### config.mk
export PLATFORM = sky130hd
export DESIGN_NAME = drop_logger
export DESIGN_NICKNAME = d
export VERILOG_FILES = /design/src/rtl/drop_logger.sv
export SDC_FILE = /design/constraint.sdc
export NUM_CORES = 2
export LEC_CHECK = 0
export ABC_AREA = 1
export BUFFER_PORTS_ARGS = -buffer_cell sky130_fd_sc_hd__buf_2
export CAP_MARGIN = 20
export CELL_PAD_IN_SITES_DETAIL_PLACEMENT = 1
export CELL_PAD_IN_SITES_GLOBAL_PLACEMENT = 1
export CORE_UTILIZATION = 55
export CTS_CLUSTER_DIAMETER = 50
export DETAILED_ROUTE_END_ITERATION = 16
export GPL_TIMING_DRIVEN = 1
export PLACE_DENSITY_LB_ADDON = 0.25
export SLEW_MARGIN = 20
export SYNTH_ARGS = -nofsm -noshare
export SYNTH_HDL_FRONTEND = slang
export SYNTH_SLANG_ARGS = --single-unit
### constraint.sdc
create_clock -name clk -period 8.46 [get_ports clk]
set_input_delay 2.115 -clock clk [delete_from_list [all_inputs] [get_ports clk]]
set_output_delay 2.115 -clock clk [all_outputs]
set_load 0.03 [all_outputs]
### src/rtl/drop_logger.sv
module drop_logger #(
  parameter int ENTRIES   = 64,
  parameter int CNT_W     = 8,
  parameter int SLOTS     = 4,
  parameter int CAP_BYTES = 60,
  localparam int IDX_W  = $clog2(ENTRIES),
  localparam int SLOT_W = $clog2(SLOTS),
  localparam int POS_W  = $clog2(CAP_BYTES),
  localparam int LEN_W  = $clog2(CAP_BYTES + 1)
) (
  input  logic              clk,
  input  logic              rst_n,
  input  logic              hold_mode,
  input  logic              drop_valid,
  input  logic              drop_dir,
  input  logic [IDX_W-1:0]  drop_idx,
  input  logic              pkt_valid,
  input  logic              pkt_sop,
  input  logic              pkt_eop,
  input  logic [7:0]        pkt_byte,
  input  logic              cnt_rd_dir,
  input  logic [IDX_W-1:0]  cnt_rd_idx,
  output logic [CNT_W-1:0]  cnt_rd_value,
  output logic              cnt_rd_ovf,
  input  logic              ovf_clr,
  input  logic              ovf_clr_dir,
  input  logic [IDX_W-1:0]  ovf_clr_idx,
  input  logic [SLOT_W-1:0] cap_rd_slot,
  input  logic [POS_W-1:0]  cap_rd_pos,
  output logic [7:0]        cap_rd_byte,
  output logic [LEN_W-1:0]  cap_rd_len,
  output logic [SLOTS-1:0]  slot_full,
  input  logic              slot_rel,
  input  logic [SLOT_W-1:0] slot_rel_id,
  output logic              irq
);
  localparam int NCNT  = 2 * ENTRIES;
  localparam int CI_W  = $clog2(NCNT);
  localparam int MEM_N = SLOTS * CAP_BYTES;
  localparam int MEM_W = $clog2(MEM_N);

  logic [CNT_W-1:0] cnt_q [NCNT];
  logic [NCNT-1:0]  ovf_q;
  logic [7:0]       cap_mem [MEM_N];
  logic [LEN_W-1:0] len_q [SLOTS];
  logic [SLOTS-1:0] full_q;
  logic [SLOT_W-1:0] rr_q, cap_slot;
  logic [LEN_W-1:0] cap_pos;
  logic             cap_on;

  function automatic logic [CI_W-1:0] flat(input logic dir, input logic [IDX_W-1:0] idx);
    return dir ? CI_W'(ENTRIES) + CI_W'(idx) : CI_W'(idx);
  endfunction

  wire [CI_W-1:0] drop_ci = flat(drop_dir, drop_idx);
  wire [CI_W-1:0] clr_ci  = flat(ovf_clr_dir, ovf_clr_idx);
  wire [CI_W-1:0] rd_ci   = flat(cnt_rd_dir, cnt_rd_idx);

  always_ff @(posedge clk) begin
    if (!rst_n) begin
      for (int k = 0; k < NCNT; k++) cnt_q[k] <= '0;
      ovf_q <= '0;
    end else begin
      if (ovf_clr) ovf_q[clr_ci] <= 1'b0;
      if (drop_valid) begin
        cnt_q[drop_ci] <= cnt_q[drop_ci] + 1'b1;
        if (&cnt_q[drop_ci]) ovf_q[drop_ci] <= 1'b1;
      end
    end
  end

  logic [SLOT_W-1:0] free_slot;
  logic              any_free;
  always_comb begin
    any_free  = 1'b0;
    free_slot = '0;
    for (int s = SLOTS - 1; s >= 0; s--)
      if (!full_q[s]) begin
        any_free  = 1'b1;
        free_slot = SLOT_W'(s);
      end
  end

  wire               start    = drop_valid & pkt_valid & pkt_sop & (~hold_mode | any_free);
  wire [SLOT_W-1:0]  tgt      = hold_mode ? free_slot : rr_q;
  wire               active   = pkt_valid & (start | (cap_on & ~pkt_sop));
  wire [SLOT_W-1:0]  cur_slot = start ? tgt : cap_slot;
  wire [LEN_W-1:0]   cur_pos  = start ? '0 : cap_pos;
  wire               room     = cur_pos < LEN_W'(CAP_BYTES);
  wire [LEN_W-1:0]   next_pos = room ? cur_pos + 1'b1 : cur_pos;
  wire [MEM_W-1:0]   wr_addr  = MEM_W'(cur_slot) * MEM_W'(CAP_BYTES) + MEM_W'(cur_pos);

  always_ff @(posedge clk)
    if (active && room) cap_mem[wr_addr] <= pkt_byte;

  always_ff @(posedge clk) begin
    if (!rst_n) begin
      full_q   <= '0;
      rr_q     <= '0;
      cap_slot <= '0;
      cap_pos  <= '0;
      cap_on   <= 1'b0;
      for (int s = 0; s < SLOTS; s++) len_q[s] <= '0;
    end else begin
      if (pkt_valid && pkt_sop && !start) cap_on <= 1'b0;
      if (start) begin
        full_q[tgt] <= 1'b0;
        cap_slot    <= tgt;
        if (!hold_mode) rr_q <= (rr_q == SLOT_W'(SLOTS - 1)) ? '0 : rr_q + 1'b1;
      end
      if (active) begin
        cap_pos <= next_pos;
        cap_on  <= ~pkt_eop;
        if (pkt_eop) begin
          full_q[cur_slot] <= 1'b1;
          len_q[cur_slot]  <= next_pos;
        end
      end
      if (slot_rel) full_q[slot_rel_id] <= 1'b0;
    end
  end

  wire [MEM_W-1:0] rd_addr = MEM_W'(cap_rd_slot) * MEM_W'(CAP_BYTES) + MEM_W'(cap_rd_pos);

  assign cnt_rd_value = cnt_q[rd_ci];
  assign cnt_rd_ovf   = ovf_q[rd_ci];
  assign cap_rd_byte  = (int'(cap_rd_pos) < CAP_BYTES) ? cap_mem[rd_addr] : 8'h00;
  assign cap_rd_len   = len_q[cap_rd_slot];
  assign slot_full    = full_q;
  assign irq          = (|ovf_q) | (hold_mode & (&full_q));
endmodule

==> results.cfg <==
[grt]
overflow = 0
grt_max_degree = 170
gr-usage-met1_pct = 51.5
grt_antenna_before_repair = 19
grtUsageMet2_pct = 67.8
grt-busiest-layer = met2
grt_pass1_vias = 126493
gr-usage-all-layers_pct = 42.6
grt_pass1_wl_um = 834000
use_met3_pct = 8.57

[synth]
netlist_instances = 14759
seq_area_frac_synth_pct = 63.8
synth-async-reset-ratio_pct = 0
synth_ff_type = edfxtp_1
synth_seq_cells = 3111
yosysUniqueCellTypes = 48
avgSynthCellArea_sq_um = 9.77
yosysTopAreaCellShare_pct = 61.8
yosys_warnings = 0
synth_edf_count = 2968
syn-num-nets = 14832
yosysTopAreaCell = edfxtp_1
synth_area_leaders = edfxtp_1 (62%), nand2_1 (8.9%), nor2_1 (5.7%), nand3_1 (5.1%), o21ai_0 (4.2%)
synth_area_sq_um = 144000

[power]
power.switching_uw = 10400
clkPwrFrac_pct = 43.3
combPwrFrac_pct = 11.3
power.total_uw = 37700
leakage_uw = 0.0580
internal_power_uw = 27300
power_frac_seq_pct = 45.4
ir_worst_vdd_uv = 268
swShare_pct = 27.6
p_per_area_nw_per_um2 = 235

[outcome]
status = finished with violations
violations = design-rule violations, negative setup slack

[timing]
slew_violations = 0
tightest_slew_ns = 1.33
rsz0062_at_grt = false
setup_viol = 1
skew_ns = 0.0864
finalCritPeriodShare_pct = 101
period_minus_slack_ns = 8.53
slew_headroom_pct = 11.4
final-hold-violation-count = 0
fin_ws_ns = -0.0682
timing.fmax_ghz = 0.117

[final_layout]
layout_common_cells = nand2_1 (3,411), edfxtp_1 (2,968), nor2_1 (2,170)
layout-drive-gt1-share_pct = 8.04
finish.utilization_pct = 61.8
final_common_cell = nand2_1
final_nets = 14590
area_growth_syn_to_layout_pct = 11.5

[critical_path]
cp-end-kind = primary output
cpPeakStageDelay_ns = 0.81
crit_type = in2out
cp_top_family = adder cells
cp.arrival_ns = 6.41
cp_common_cell = nand3_1
worst-path-buf-inv = 6
cp_slowest_cell = fa_4
cp_max_fo = 79
path_cells = buf_2 > inv_1 > ha_1 > inv_1 > fa_4 > buf_12 > o21ai_0 > o211ai_1 > nand3_1 > nand3_1 > nand3_1 > a21boi_0 > buf_4 > buf_2
start_kind = input port
cp.required_ns = 6.35

[job]
cap_violations = 0

[placed_design]
port_buffers = 75
finalWeightedCongestion = 0.950
hpwl_um = 348000

[floorplan]
die_area_sq_um = 264000
die_height_um = 514
placementRows = 187
start_util_pct = 55.4
dieWidth_um = 514
io_pins = 76
core_area_sq_um = 260000

[clocking]
clk_path_buf_depth = 4
clk_pin_slew_worst_paths_ns = 0.06
htree_levels = 5
clock_latency_ns = 0.99
ctsHoldBuffers = 0
cts_tree = done
cts_sinks = 3111
numCtsBuffers = 368
cts_root_buf = clkbuf_16
post_cts_buffers = 0
cts-resized-gates = 0

[drt]
wl_per_cell_um = 31.1
vias = 122514
dr.pass1.iters = 12
drc_errors = 4
drt_iter0_markers = 16738
routed_wl_um = 571000
antenna_left = 0
detail_route.vias_per_cell = 6.68

[min_path]
hold_class = reg2reg
==> logic make-up (layout without fill, tap and decap cells) <==
kind of cell | after synthesis | after routing | share of synthesized area [%]
XOR/XNOR | 11 | 11 | 0.0720
AO/OA/AOI/OAI | 2506 | 2506 | 10.0
buffers and inverters | 1712 | 1773 | 4.92
flip-flops | 3111 | 3111 | 63.8
adder cells (fa/ha/maj) | 25 | 25 | 0.227
other | 0 | 12 | 0
AND/OR/NAND/NOR | 7394 | 7394 | 20.9
==> synth_stat cells (32+ instances only) <==
cell and n:
a221oi_1 32, buf_1 98, o21ai_1 108, o211ai_1 146, a211oi_1 108, buf_2 158
clkinv_1 68, o22ai_1 114, nor4_1 35, a221o_1 42, nor2_2 56, edfxtp_1 2968
a21oi_1 506, clkbuf_1 758, dfxtp_1 143, nand3_1 1461, o221ai_1 91, nor3_1 187
o21ai_0 1217, o31ai_1 48, nand2_1 3419, buf_4 58, inv_1 527, nor2_1 2178
==> layer usage <==
metal	vias to the layer above	routed length, um
li1	50847	-
met2	8598	264000
met5	-	145
met1	60702	196000
met4	22	48900
met3	2345	61800
==> state kept, by name, summed over array words and instances, names as in the netlist <==
name / count
cap_mem: 1920
cap_on: 1
cap_pos: 6
cap_slot: 2
cnt_q: 1024
len_q: 24
ovf_q: 128
rr_q: 2
slot_full: 4
==> metrics by stage <==
stage	hold slack [ns]	cell area (sq um)	TNS, ns	std cells	setup WS (ns)
3_3_place_gp	0.453	149000	0	17642	0.499
4_1_cts	0.472	161000	0	18315	0.335
2_1_floorplan	0.443	144000	0	14759	1.24
5_1_grt	0.499	161000	0	18320	0.0105
3_5_place_dp	0.465	149000	0	17642	0.429
6_report	0.469	161000	-0.0682	18328	-0.0682
==> worst paths after layout <==
path	slack [ns]	from	cells past startpoint	end
setup / recovery	-0.07	cap_rd_slot[1]	14	cap_rd_byte[6]
hold / removal	0.47	cap_on	2	cap_on
setup reg to reg	2.24	slot_full[0]	20	cap_mem[162][7]
hold reg to reg	0.47	cap_on	2	cap_on
==> worst register-to-register path, cell delays in order (launching register included) <==
cell and delay (ns):
dfxtp_1 0.37, nand2_1 0.10, nor2_1 0.13, inv_1 0.07, o21ai_1 0.32, clkinv_1 0.15, buf_4 0.20, o21ai_1 0.40
inv_1 0.27, ha_1 0.36, inv_1 0.09, ha_1 0.33, nand3_1 0.11, nand2_1 0.11, nand2_1 0.08, a21boi_0 0.23
xor2_1 0.58, inv_1 0.13, nor2_1 0.29, nand2_1 0.66, nor2_1 0.91
==> power groups by stage <==
| stage | Clock [uW] | Sequential [uW] | Combinational, uW |
|---|---|---|---|
| after global routing | 16800 | 17100 | 4370 |
| final | 16300 | 17100 | 4280 |
| after CTS | 16300 | 17100 | 4090 |
| after detailed placement | 0 | 17400 | 4010 |
| after floorplan | 0 | 17400 | 2190 |
| after global placement | 0 | 17400 | 3860 |
==> layout make-up <==
type	instances	area (sq um)
Clock buffer	438	9780
Tap cell	3496	4370
Antenna cell	12	30.0
Fill cell	27853	99400
Sequential cell	3111	92000
Clock inverter	235	2420
Multi-Input combinational cell	9936	45300
Inverter	607	2340
Timing Repair Buffer	493	4520
Power figures use the tool's default switching activity.
